--- src/rtl/bfifo_pkg.sv ---
package bfifo_pkg;

  typedef enum logic {
    DIR_TX = 1'b0,
    DIR_RX = 1'b1
  } fifo_dir_e;

  localparam int FLAG_OVF = 0;
  localparam int FLAG_UNF = 1;
  localparam int FLAG_ILL = 2;
  localparam int NFLAGS   = 3;

  // Request rule: receive compares fullness, transmit compares emptiness.
  function automatic logic calc_request(fifo_dir_e dir, logic incl,
                                        int unsigned level,
                                        int unsigned rx_th,
                                        int unsigned tx_th);
    logic r;
    if (dir == DIR_RX) r = incl ? (level >= rx_th) : (level > rx_th);
    else               r = incl ? (level <= tx_th) : (level < tx_th);
    return r;
  endfunction

endpackage

--- src/rtl/bfifo_store.sv ---
module bfifo_store #(
  parameter int DEPTH = 16,
  parameter int DW    = 8,
  localparam int AW   = $clog2(DEPTH),
  localparam int LW   = AW + 1
) (
  input  logic          clk,
  input  logic          rst_n,
  input  logic          clear,
  input  logic          push,
  input  logic          pop,
  input  logic [DW-1:0] push_data,
  output logic [DW-1:0] head_data,
  output logic [LW-1:0] level,
  output logic          full,
  output logic          empty
);

  logic [DW-1:0] mem [DEPTH];
  logic [AW-1:0] wptr, rptr;

  function automatic logic [AW-1:0] ptr_inc(logic [AW-1:0] p);
    return (p == AW'(DEPTH - 1)) ? '0 : p + AW'(1);
  endfunction

  assign full      = (level == LW'(DEPTH));
  assign empty     = (level == '0);
  assign head_data = mem[rptr];

  always_ff @(posedge clk) begin
    if (push) mem[wptr] <= push_data;
  end

  always_ff @(posedge clk) begin
    if (!rst_n) begin
      wptr  <= '0;
      rptr  <= '0;
      level <= '0;
    end else if (clear) begin
      wptr  <= '0;
      rptr  <= '0;
      level <= '0;
    end else begin
      if (push) wptr <= ptr_inc(wptr);
      if (pop)  rptr <= ptr_inc(rptr);
      case ({push, pop})
        2'b10:   level <= level + LW'(1);
        2'b01:   level <= level - LW'(1);
        default: level <= level;
      endcase
    end
  end

  AST_LEVEL_BOUND: assert property (@(posedge clk) disable iff (!rst_n)
    level <= LW'(DEPTH));

  AST_FULL_HOLD: assert property (@(posedge clk) disable iff (!rst_n)
    (full && !pop && !clear) |=> full);

endmodule

--- src/rtl/bfifo_reqgen.sv ---
module bfifo_reqgen
  import bfifo_pkg::*;
#(
  parameter int DEPTH = 16,
  localparam int AW   = $clog2(DEPTH),
  localparam int LW   = AW + 1
) (
  input  fifo_dir_e     dir,
  input  logic          incl,
  input  logic [LW-1:0] level,
  input  logic [AW-1:0] rx_th,
  input  logic [AW-1:0] tx_th,
  output logic          req
);

  always_comb begin
    req = calc_request(dir, incl, 32'(level), 32'(rx_th), 32'(tx_th));
  end

endmodule

--- src/rtl/bfifo_errflags.sv ---
module bfifo_errflags
  import bfifo_pkg::*;
(
  input  logic              clk,
  input  logic              rst_n,
  input  logic [NFLAGS-1:0] ev,
  input  logic [NFLAGS-1:0] clr,
  output logic [NFLAGS-1:0] flags
);

  for (genvar g = 0; g < NFLAGS; g++) begin : g_flag
    always_ff @(posedge clk) begin
      if (!rst_n)      flags[g] <= 1'b0;
      else if (ev[g])  flags[g] <= 1'b1;
      else if (clr[g]) flags[g] <= 1'b0;
    end

    AST_FLAG_STICKY: assert property (@(posedge clk) disable iff (!rst_n)
      (flags[g] && !clr[g]) |=> flags[g]);
  end

endmodule

--- src/rtl/ddc_byte_fifo.sv ---
module ddc_byte_fifo
  import bfifo_pkg::*;
#(
  parameter int DEPTH = 16,
  parameter int DW    = 8,
  localparam int AW   = $clog2(DEPTH),
  localparam int LW   = AW + 1
) (
  input  logic          clk,
  input  logic          rst_n,
  input  logic          dir_rx,
  input  logic          incl_mode,
  input  logic [AW-1:0] rx_thresh,
  input  logic [AW-1:0] tx_thresh,
  input  logic          flush_wr,
  output logic          flush_busy,
  input  logic [2:0]    flag_clr,
  input  logic          host_wr_en,
  input  logic [DW-1:0] host_wr_data,
  input  logic          host_rd_en,
  output logic [DW-1:0] host_rd_data,
  input  logic          eng_push_valid,
  input  logic [DW-1:0] eng_push_data,
  output logic          eng_push_ready,
  output logic          eng_pop_valid,
  output logic [DW-1:0] eng_pop_data,
  input  logic          eng_pop_ready,
  output logic [LW-1:0] fifo_level,
  output logic          fifo_req,
  output logic          err_overflow,
  output logic          err_underflow,
  output logic          err_illegal
);

  fifo_dir_e         dir;
  logic              full, empty;
  logic              push, pop;
  logic [DW-1:0]     push_data, head;
  logic              host_push_ok, host_pop_ok;
  logic              eng_push_fire, eng_pop_fire;
  logic              ev_overflow, ev_underflow, ev_illegal;
  logic [NFLAGS-1:0] ev_vec, flag_vec;
  logic              live;

  assign dir  = fifo_dir_e'(dir_rx);
  assign live = !flush_busy;

  // Flush: one pending cycle, then the store is cleared.
  always_ff @(posedge clk) begin
    if (!rst_n) flush_busy <= 1'b0;
    else        flush_busy <= flush_wr && !flush_busy;
  end

  // Engine handshakes follow the selected direction.
  assign eng_push_ready = live && (dir == DIR_RX) && !full;
  assign eng_pop_valid  = live && (dir == DIR_TX) && !empty;
  assign eng_push_fire  = eng_push_valid && eng_push_ready;
  assign eng_pop_fire   = eng_pop_ready && eng_pop_valid;

  assign host_push_ok = live && host_wr_en && (dir == DIR_TX) && !full;
  assign host_pop_ok  = live && host_rd_en && (dir == DIR_RX) && !empty;

  assign push      = host_push_ok || eng_push_fire;
  assign pop       = host_pop_ok  || eng_pop_fire;
  assign push_data = (dir == DIR_RX) ? eng_push_data : host_wr_data;

  // Error events seen at the host port.
  assign ev_overflow  = live && host_wr_en && (dir == DIR_TX) && full;
  assign ev_underflow = live && host_rd_en && (dir == DIR_RX) && empty;
  assign ev_illegal   = live && ((host_wr_en && (dir == DIR_RX)) ||
                                 (host_rd_en && (dir == DIR_TX)));

  always_comb begin
    ev_vec           = '0;
    ev_vec[FLAG_OVF] = ev_overflow;
    ev_vec[FLAG_UNF] = ev_underflow;
    ev_vec[FLAG_ILL] = ev_illegal;
  end

  bfifo_store #(.DEPTH(DEPTH), .DW(DW)) u_store (
    .clk       (clk),
    .rst_n     (rst_n),
    .clear     (flush_busy),
    .push      (push),
    .pop       (pop),
    .push_data (push_data),
    .head_data (head),
    .level     (fifo_level),
    .full      (full),
    .empty     (empty)
  );

  bfifo_reqgen #(.DEPTH(DEPTH)) u_req (
    .dir   (dir),
    .incl  (incl_mode),
    .level (fifo_level),
    .rx_th (rx_thresh),
    .tx_th (tx_thresh),
    .req   (fifo_req)
  );

  bfifo_errflags u_flags (
    .clk   (clk),
    .rst_n (rst_n),
    .ev    (ev_vec),
    .clr   (flag_clr),
    .flags (flag_vec)
  );

  assign err_overflow  = flag_vec[FLAG_OVF];
  assign err_underflow = flag_vec[FLAG_UNF];
  assign err_illegal   = flag_vec[FLAG_ILL];
  assign host_rd_data  = head;
  assign eng_pop_data  = head;

  AST_FLUSH_DONE: assert property (@(posedge clk) disable iff (!rst_n)
    flush_busy |=> (fifo_level == '0 && !flush_busy));

  AST_UNDERFLOW_SET: assert property (@(posedge clk) disable iff (!rst_n)
    ev_underflow |=> (err_underflow && fifo_level == '0));

  AST_ILLEGAL_SET: assert property (@(posedge clk) disable iff (!rst_n)
    ev_illegal |=> err_illegal);

  AST_DIR_EXCLUSIVE: assert property (@(posedge clk) disable iff (!rst_n)
    !(eng_push_ready && eng_pop_valid));

endmodule

--- config.mk ---
export PLATFORM = sky130hd
export DESIGN_NAME = ddc_byte_fifo
export DESIGN_NICKNAME = d
export VERILOG_FILES = /design/src/rtl/bfifo_pkg.sv /design/src/rtl/bfifo_store.sv /design/src/rtl/bfifo_reqgen.sv /design/src/rtl/bfifo_errflags.sv /design/src/rtl/ddc_byte_fifo.sv
export SDC_FILE = /design/constraint.sdc
export NUM_CORES = 1
export LEC_CHECK = 0
export ABC_AREA = 0
export BUFFER_PORTS_ARGS = -buffer_cell sky130_fd_sc_hd__buf_2
export CORE_MARGIN = 2
export CORE_UTILIZATION = 30
export DETAILED_ROUTE_END_ITERATION = 16
export GPL_ROUTABILITY_DRIVEN = 0
export PLACE_DENSITY_LB_ADDON = 0.2
export SLEW_MARGIN = 10
export SYNTH_ARGS = -nofsm -noshare
export SYNTH_HDL_FRONTEND = slang
export SYNTH_HIERARCHICAL = 1
export SYNTH_SLANG_ARGS = --single-unit
--- constraint.sdc ---
create_clock -name clk -period 6.5 [get_ports clk]
set_input_delay 1.3 -clock clk [delete_from_list [all_inputs] [get_ports clk]]
set_output_delay 1.3 -clock clk [all_outputs]
set_load 0.05 [all_outputs]
Yosys cells after proc, flatten, opt, wreduce, memory -nomap -nowiden --
Memory sizes are Yosys's and may differ from the RTL's. A register that Yosys moved wholly into a read port is not among the register bits. Cells that the tools add are included.
Operators by class: $add $sub $neg 4, magnitude comparators 4, equal/unequal tests 5, muxes and demuxes 17, bitwise logic cells 2, reductions and logical operators 30
Operator list (number):
- 1-bit logical AND | 18
- 4-bit 2-to-1 mux | 4
- 1-bit 2-to-1 mux | 11
- 5-bit case mux with 2 select lines | 1
- 4-bit by 1-bit adder with 4-bit output (second input constant) | 2
- 4-bit == test (second input constant) | 2
- 8-bit 2-to-1 mux | 1
- 2-bit nonzero test | 4
- 5-bit by 1-bit adder with 5-bit output (second input constant) | 1
- 5-bit == test (second input constant) | 1
- 5-bit by 4-bit greater-or-equal comparator with 1-bit output | 1
- 5-bit by 4-bit > comparator with 1-bit output | 1
- 5-bit by 4-bit less-or-equal comparator with 1-bit output | 1
- 5-bit logical NOT | 1
- 5-bit by 4-bit less-than comparator with 1-bit output | 1
- 5-bit by 1-bit subtractor with 5-bit output (second input constant) | 1
- 1-bit logical NOT | 3
- 1-bit logical OR | 3
- 2-bit by 1-bit == test with 1-bit output (second input constant) | 1
- 2-bit == test (second input constant) | 1
- 1-bit NOT | 2
- 2-bit OR reduction | 1
Storage, ports and cells: register bits 17, RAM bits 128, bits of input ports 36, logic and storage cells 70, memories 1
Memories:
- u_store.mem | depth 16, bits a word 8, rd ports 1, clocked after memory_dff 1, write ports 1, RTL line bfifo_store.sv:19 | logic [DW-1:0] mem [DEPTH];

Depth between registers and ports, before layout --
Gate-level depths: netlist of run 1.
depth after elaboration 7, depth in mapped cells 13

Cells and area by module --
The synthesis of run 1 kept the hierarchy.
By module, submodules not included:
- bfifo_store | times used 1, cells each 319, area an instance 5895.7 µm², sequential area each 4184.0 µm²
- ddc_byte_fifo | times used 1, cells each 33, area an instance 299.0 µm², sequential area each 20.0 µm²
- bfifo_reqgen | times used 1, cells each 30, area an instance 229.0 µm², sequential area each 0.0 µm²
- bfifo_errflags | times used 1, cells each 9, area an instance 123.9 µm², sequential area each 60.1 µm²

Worst setup path before layout of run 1 --
Ideal clock, no wire load.
path type in2out, start point input dir_rx, end point output eng_push_ready, arrival 2687 ps, required time 5200 ps, setup slack 2513 ps, cell stages on the path 3, path through buf_6 buf_12 nor3b_1
Between the ends: word-level cells in the longest chain between the ends 2
RTL lines:
- start, declared | RTL line ddc_byte_fifo.sv:11 | input logic dir_rx,
- 1-bit logical AND (2 in a row) | RTL line ddc_byte_fifo.sv:55 | assign eng_push_ready = live && (dir == DIR_RX) && !full;
- end, declared | RTL line ddc_byte_fifo.sv:24 | output logic eng_push_ready,
Every way passes these cells.

==> results of run 1 <==
cells in the mapped netlist (2+ instances only):
cell type | n | area share
sky130_fd_sc_hd__nand4_1 | 2 | 0.0019
sky130_fd_sc_hd__o21ai_0 | 5 | 0.0038
sky130_fd_sc_hd__mux2_2 | 6 | 0.010
sky130_fd_sc_hd__dfxtp_1 | 21 | 0.064
sky130_fd_sc_hd__mux2i_1 | 7 | 0.011
sky130_fd_sc_hd__o21a_1 | 3 | 0.0034
sky130_fd_sc_hd__nor2_1 | 18 | 0.010
sky130_fd_sc_hd__nor3b_1 | 3 | 0.0034
sky130_fd_sc_hd__buf_6 | 4 | 0.0069
sky130_fd_sc_hd__a21oi_1 | 10 | 0.0076
sky130_fd_sc_hd__mux4_1 | 14 | 0.056
sky130_fd_sc_hd__mux4_2 | 18 | 0.062
sky130_fd_sc_hd__edfxtp_1 | 128 | 0.59
sky130_fd_sc_hd__a41oi_1 | 2 | 0.0027
sky130_fd_sc_hd__xor2_1 | 4 | 0.0054
sky130_fd_sc_hd__nor4bb_1 | 3 | 0.0046
sky130_fd_sc_hd__buf_2 | 4 | 0.0031
sky130_fd_sc_hd__buf_4 | 9 | 0.010
sky130_fd_sc_hd__mux2_4 | 3 | 0.0069
sky130_fd_sc_hd__nor2b_1 | 3 | 0.0029
sky130_fd_sc_hd__nor2b_4 | 3 | 0.0063
sky130_fd_sc_hd__or3_1 | 2 | 0.0019
sky130_fd_sc_hd__and3_1 | 3 | 0.0029
sky130_fd_sc_hd__inv_1 | 13 | 0.0075
sky130_fd_sc_hd__a22oi_1 | 16 | 0.018
sky130_fd_sc_hd__and2_1 | 17 | 0.016
sky130_fd_sc_hd__clkdlybuf4s25_2 | 3 | 0.0046
sky130_fd_sc_hd__nand3_1 | 6 | 0.0046
sky130_fd_sc_hd__nor3_1 | 6 | 0.0046
sky130_fd_sc_hd__nand2_1 | 17 | 0.0097
sky130_fd_sc_hd__ha_1 | 17 | 0.032
sky130_fd_sc_hd__clkbuf_1 | 4 | 0.0023
sequential cells by signal (all words and copies together), names as in the netlist, named ones only:
name,count
u_store/rptr,4
u_store/mem,128
u_store/level,5
flush_busy,1
u_store/wptr,4
u_flags/flags,3
final timing paths:
kind                            slack, ps                to  depth (start not counted)
worst max-delay path                 2600   eng_pop_data[3]                          5
worst min-delay path                  520          register                          2
worst max register to register       3300  u_store/level[2]                         11
worst min register to register        520          register                          2
critical path, cell delays in order (launching register included):
cell and delay (ps):
sky130_fd_sc_hd__dfxtp_2 310, sky130_fd_sc_hd__buf_4 500, sky130_fd_sc_hd__mux4_1 760, sky130_fd_sc_hd__a22oi_1 290, sky130_fd_sc_hd__nand2_1 100, sky130_fd_sc_hd__buf_2 220
power by group through the flow:
stage | logic, mW | registers [mW] | clock network (mW)
finish | 0.498 | 1.10 | 1.03
global route | 0.543 | 1.10 | 1.10
CTS | 0.504 | 1.10 | 1.06
detailed placement | 0.503 | 1.12 | 0
global placement | 0.499 | 1.12 | 0
floorplan | 0.380 | 1.14 | 0
through the flow:
step | cells | area, um^2 | utilization | worst slack [ps]
after detailed placement | 710 | 7025 | 0.3249 | 2382
after global placement | 710 | 7025 | 0.3249 | 2497
after CTS | 742 | 7654 | 0.3540 | 2532
final | 742 | 7654 | 0.3540 | 2595
after floorplan | 391 | 6548 | - | 2513
after global routing | 742 | 7654 | 0.3540 | 2445
placed cells by master (no fill, tap or decap), drive strengths merged, types with 2 or more instances in the layout:
master / count
ha: 17
nor3: 6
mux4: 32
and2: 17
clkbuf: 18
clkinv: 6
nor4bb: 3
dfxtp: 21
nor3b: 3
a22oi: 16
nor2: 18
bufinv: 4
buf: 64
nor2b: 6
nand3: 6
edfxtp: 128
or3: 2
xor2: 4
a41oi: 2
nand2: 17
o21ai: 5
o21a: 3
mux2i: 7
inv: 16
and3: 3
mux2: 9
nand4: 2
a21oi: 10
metal layers:
| layer | up-vias | part of all wire | routed length [um] |
|---|---|---|---|
| met4 | 0 | 0.011 | 155 |
| met1 | 1836 | 0.46 | 6595 |
| li1 | 1654 | - | - |
| met2 | 97 | 0.48 | 6892 |
| met3 | 9 | 0.045 | 641 |
| met5 | - | 0 | 0 |
logic make-up (layout without fill, tap and decap cells):
kind of cell               count (synthesis)  after routing  synth area share
AOI/OAI and AO/OA                         44             44           0.04835
xor gates and xnor gates                   5              5          0.006688
adders and majority gates                 17             17           0.03249
buffers and inverters                     38            109           0.03764
DFF                                      149            149            0.6513
muxes                                     48             48            0.1460
and+or+nand+nor                           90             90           0.07759
area by class of cell:
cell class | instances | area (um^2)
clock buffers | 18 | 429.2
clock inverters | 14 | 198.9
fillers | 2079 | 13970
inverters | 13 | 48.80
multi-input cells | 204 | 2037
flip-flops and latches | 149 | 4267
well taps | 280 | 350.3
repair buffers | 64 | 322.8
==> qor.yml, run 1 <==
outcome:
  outcome: "finished clean"
timing:
  clock_skew_ps: 6.304
  worst_slew_pin_slew_ps: 899.7
  final_hold_viol_count: 0
  holdWs_ps: 519.2
  setup_tns_final_ps: 0
  timing.final.crit_share: 0.6008
  timing.fmax_mhz: 256.1
  maxSlewViolCount: 0
  final-setup-viol-count: 0
  grt_setup_unrepaired: "false"
  final.min_clock_period_ps: 3905
  slew-limit-headroom: 0.4002
detailed_routing:
  drt_wl_total_mm: 14.28
  wl_per_cell_um: 19.25
  initialDrtViolationCount: 168
  routed_via_density: 4.846
  drt_pre_antenna_iters: 4
  route.antenna.remaining_nets: 0
  drc: 0
  detailroute.via_count: 3596
global_route:
  number_of_antenna_violations_at_the_first_check_in_global_routing: 0
  grt_max_degree: 33
  grtUsageMet1: 0.1757
  grt_first_pass_wirelength_mm: 21.71
  use_met3: 0.03743
  grt_pass1_vias: 3744
  grt.total_usage: 0.1334
  global_route.overflow_total: 0
  grt_busiest_layer: "met2"
  grt_use_met2: 0.2158
clock_tree:
  cts.sinks: 149
  number_of_h_tree_levels: 4
  cts_repair_resize_count: 0
  number_of_hold_buffers_added_after_cts: 0
  postCtsSetupBuffers: 0
  cts_clk_pin_slew_worst_paths_ps: 60
  clkLatencyLatePin_ps: 410
  cts_tree: "done"
  clk_path_buf_depth: 2
  cts.root.buffer_cell: "sky130_fd_sc_hd__clkbuf_16"
  cts_buffers: 17
placed_design:
  port_buffers: 63
  half_perimeter_wire_length_after_placement_mm: 9.306
cells_and_area:
  finalNetCount: 502
  diodes: 0
  drive_gt1_frac: 0.2814
  syn2layout_area_growth_pct: 16.89
pwr:
  total_power_mw: 2.630
  cell_internal_power_dissipation_mw: 1.889
  peak_supply_drop_v: 0.0001665
  fraction_of_power_consumed_by_sequential_logic: 0.418
  p_leak_nw: 2.697
  p_clk_frac: 0.392
  power_switching_mw: 0.7414
  comb_power_share: 0.189
  fraction_of_power_spent_switching_nets: 0.2819
  powerDensity_nw_per_um2: 343.6
min_path:
  min_from: "u_store/rptr[3]"
  holdCritPathClass: "reg -> reg"
floorplan:
  die_area_um2: 23020
  floorplan.core_area_um2: 21620
  ios: 64
  floorplan.initialDensity: 0.3028
  floorplan.die.width_um: 151.7
  num_rows: 54
  fp.dieH_um: 151.7
yosys:
  yosysWarnings: 6
  mappedNetlistArea_um2: 6548
  ys.flop_type: "sky130_fd_sc_hd__edfxtp_1"
  synth.ff_latch_count: 149
  post_synth_num_cell_types: 49
  async_flop_share: 0
  number_of_enable_flip_flop_cells_after_synthesis: 128
  synth_seq_area_share: 0.6513
  synth_area_per_cell_um2: 16.75
  syn_inst: 391
  net_count_of_the_mapped_netlist: 444
worst_setup_path:
  critical_path_class: "reg -> out"
  cp.arrival_ps: 2600
  crit_path_start_kind: "register"
  path_max_fanout: 32
  crit_required_ps: 5200
  r2r_start: "u_store/level[2]"
  sort_of_element_at_the_end_of_the_critical_path: "output port"
job:
  drv_cap: 0
Power figures use the tool's default switching activity.
==> inputs of run 2 (changes only) <==
ABC_AREA = 1   (was 0)
clock period = 3.3 ns   (was 6.5 ns; I/O delays follow)
==> run 2 against run 1 <==
Compared with the run above: global-route usage is 0.33 points higher; setup slack worse by 2300 ps; synthesized area is 4.3% higher; non-clock buffer count is 15 higher; critical endpoint is now host_rd_data[4]; register-to-register slack worse by 3000 ps; worst hold slack worse by 54 ps; combinational power grew to 3.8 times the previous value; power is 130% higher; routed wire length is 12% higher; highest routed layer unchanged.
==> qor.yml, run 2 <==
placed_design:
  dpl-instance-area_um2: 7423
  half_perimeter_wire_length_after_placement_mm: 10.79
  port_buffers: 63
yosys:
  ys_top_cells_by_area: "sky130_fd_sc_hd__edfxtp_1, sky130_fd_sc_hd__inv_1, sky130_fd_sc_hd__nand2_1"
  syn_inst: 661
  post_synth_num_cell_types: 28
  yosysMostFrequentCell: "sky130_fd_sc_hd__edfxtp_1"
  mappedNetlistArea_um2: 6832
  synth.ff_latch_count: 149
  number_of_enable_flip_flop_cells_after_synthesis: 128
  yosysTopAreaCell: "sky130_fd_sc_hd__edfxtp_1"
  async_flop_share: 0
  largest_family_of_logic_cells_by_synthesized_area: "simple AND/OR/NAND/NOR gates"
  net_count_of_the_mapped_netlist: 714
  synth_xor_xnor_area_share: 0.005128
  yosys.area_share.simple: 0.1383
  yosysWarnings: 6
  synth_largest_type_area_fraction: 0.5626
  synth_seq_area_share: 0.6242
  synth_area_per_cell_um2: 10.34
  synthTopCellsByCount: "sky130_fd_sc_hd__edfxtp_1, sky130_fd_sc_hd__inv_1, sky130_fd_sc_hd__nand2_1"
  post_synthesis_share_of_cell_area_spent_on_full_adders_half_adders_and_majority_gates: 0.03114
  ys.flop_type: "sky130_fd_sc_hd__edfxtp_1"
  multiplexer_share_of_the_synthesized_area: 0
  synth-compound-area-share: 0.1062
worst_setup_path:
  cp.arrival_ps: 2350
  crit_path_start_kind: "register"
  r2r_start: "u_store/level[3]"
  path_max_fanout: 49
  sort_of_element_at_the_end_of_the_critical_path: "output port"
  critical_path_class: "reg -> out"
  crit_required_ps: 2640
clock_tree:
  postCtsSetupBuffers: 0
  cts_tree: "done"
  cts.sinks: 149
  clkLatencyLatePin_ps: 420
  number_of_h_tree_levels: 4
  number_of_hold_buffers_added_after_cts: 0
  cts_buffers: 17
  cts_repair_resize_count: 0
  cts_clk_pin_slew_worst_paths_ps: 60
  clk_path_buf_depth: 2
  cts.root.buffer_cell: "sky130_fd_sc_hd__clkbuf_16"
detailed_routing:
  routed_via_density: 4.683
  wl_per_cell_um: 15.65
  drt_pre_antenna_iters: 5
  drc: 0
  route.antenna.remaining_nets: 0
  detailroute.via_count: 4791
  drt_wl_total_mm: 16.01
  initialDrtViolationCount: 290
floorplan:
  num_rows: 55
  floorplan.initialDensity: 0.3036
  die_area_um2: 24000
  ios: 64
  floorplan.die.width_um: 154.9
  floorplan.core_area_um2: 22500
  fp.dieH_um: 154.9
global_route:
  number_of_antenna_violations_at_the_first_check_in_global_routing: 0
  grt_max_degree: 50
  grt_pass1_vias: 4634
  grt.total_usage: 0.1368
  global_route.overflow_total: 0
  grt_first_pass_wirelength_mm: 24.96
cells_and_area:
  largest_register_ff_count: 128
  syn2layout_area_growth_pct: 17.05
  top_register: "u_store/mem"
  diodes: 0
  drive_gt1_frac: 0.1680
  layout_common_cells: "sky130_fd_sc_hd__edfxtp_1, sky130_fd_sc_hd__nand2_1, sky130_fd_sc_hd__inv_1"
  mostFrequentLayoutCell: "sky130_fd_sc_hd__edfxtp_1"
  reg.largest.list: "u_store/mem (128), u_store/level (5)"
  post-route-cell-area_um2: 7996
  finalNetCount: 778
timing:
  slew-limit-headroom: 0.4508
  final_hold_viol_count: 0
  grt_setup_unrepaired: "false"
  worst_slew_pin_slew_ps: 820.8
  timing.final.crit_share: 0.9107
  final-setup-viol-count: 0
  maxSlewViolCount: 0
  clock_skew_ps: 5.512
  timing.fmax_mhz: 332.8
  setup_tns_final_ps: 0
  final.min_clock_period_ps: 3005
min_path:
  min_from: "u_flags/flags[0]"
  holdCritPathClass: "reg -> reg"
pwr:
  peak_supply_drop_v: 0.0004646
  p_leak_nw: 3.192
  total_power_mw: 6.064
  powerDensity_nw_per_um2: 758.3
outcome:
  outcome: "finished clean"
job:
  drv_cap: 0
## run 2: changes by cell type after synthesis, moves of 10 or more
cell	change
sky130_fd_sc_hd__inv_1	+101
sky130_fd_sc_hd__nand2_1	+97
sky130_fd_sc_hd__nand3_1	+56
sky130_fd_sc_hd__a21oi_1	+35
sky130_fd_sc_hd__o21ai_0	+32
sky130_fd_sc_hd__o211ai_1	+22
sky130_fd_sc_hd__mux4_2	-18
sky130_fd_sc_hd__nor2_1	+18
sky130_fd_sc_hd__and2_1	-17
sky130_fd_sc_hd__a22oi_1	-16
sky130_fd_sc_hd__mux4_1	-14
sky130_fd_sc_hd__buf_2	+11
sky130_fd_sc_hd__o211ai_2	+10
## run 2: cell families (layout without fill, tap and decap cells)
logic type               count (synthesis)  in the layout
XOR/XNOR                                 4              4
adder cells (fa/ha/maj)                 17             17
AND/OR/NAND/NOR                        224            224
flip-flops                             149            149
buffers and inverters                  149            226
AO/OA/AOI/OAI                          118            118
## run 2: report_power, final
group,internal [mW],switching [mW],total [mW]
sequential,2.14,0.154,2.30
combinational,0.532,1.37,1.91
clock,1.05,0.804,1.86
## run 2: metal layers
metal,global-route usage,wire length (um)
met4,0.04541,256
met3,0.03231,742
met2,0.2169,7486
met1,0.1851,7523
met5,0,0
## run 2: worst max-delay path, stage by stage, from the launching register on
cell and delay (ps):
sky130_fd_sc_hd__dfxtp_4 650, sky130_fd_sc_hd__buf_4 380, sky130_fd_sc_hd__a21oi_1 110, sky130_fd_sc_hd__o21ai_0 120
sky130_fd_sc_hd__nand3_1 140, sky130_fd_sc_hd__nand3_1 160, sky130_fd_sc_hd__nand2_1 110, sky130_fd_sc_hd__buf_2 230
## run 2: final timing paths
path	endpoint	slack, ps	depth (start not counted)
hold reg to reg	u_flags/flags[0]	460	2
setup reg to reg	u_store/level[2]	310	16
setup / recovery	host_rd_data[4]	290	7
hold / removal	u_flags/flags[0]	460	2
## run 2: layout make-up
class                      count  area [um^2]
clock buffer                  17        425.4
tap                          285        356.6
sequential                   149         4269
fill                        2208        14510
inverter                     115        431.7
timing repair buffer          79        447.9
multi-input combinational    363         1918
clock inverter                15        147.6
## run 2: through the flow
| stage | util | setup slack, ps | instances | hold WS [ps] |
|---|---|---|---|---|
| CTS | 0.3554 | 255.6 | 1023 | 452.1 |
| detailed placement | 0.3299 | 361.9 | 991 | 456.5 |
| global placement | 0.3299 | 534.1 | 991 | 453.8 |
| global route | 0.3554 | 58.80 | 1023 | 472.3 |
| finish | 0.3554 | 294.8 | 1023 | 464.9 |
| floorplan | - | 523.1 | 661 | 508.9 |
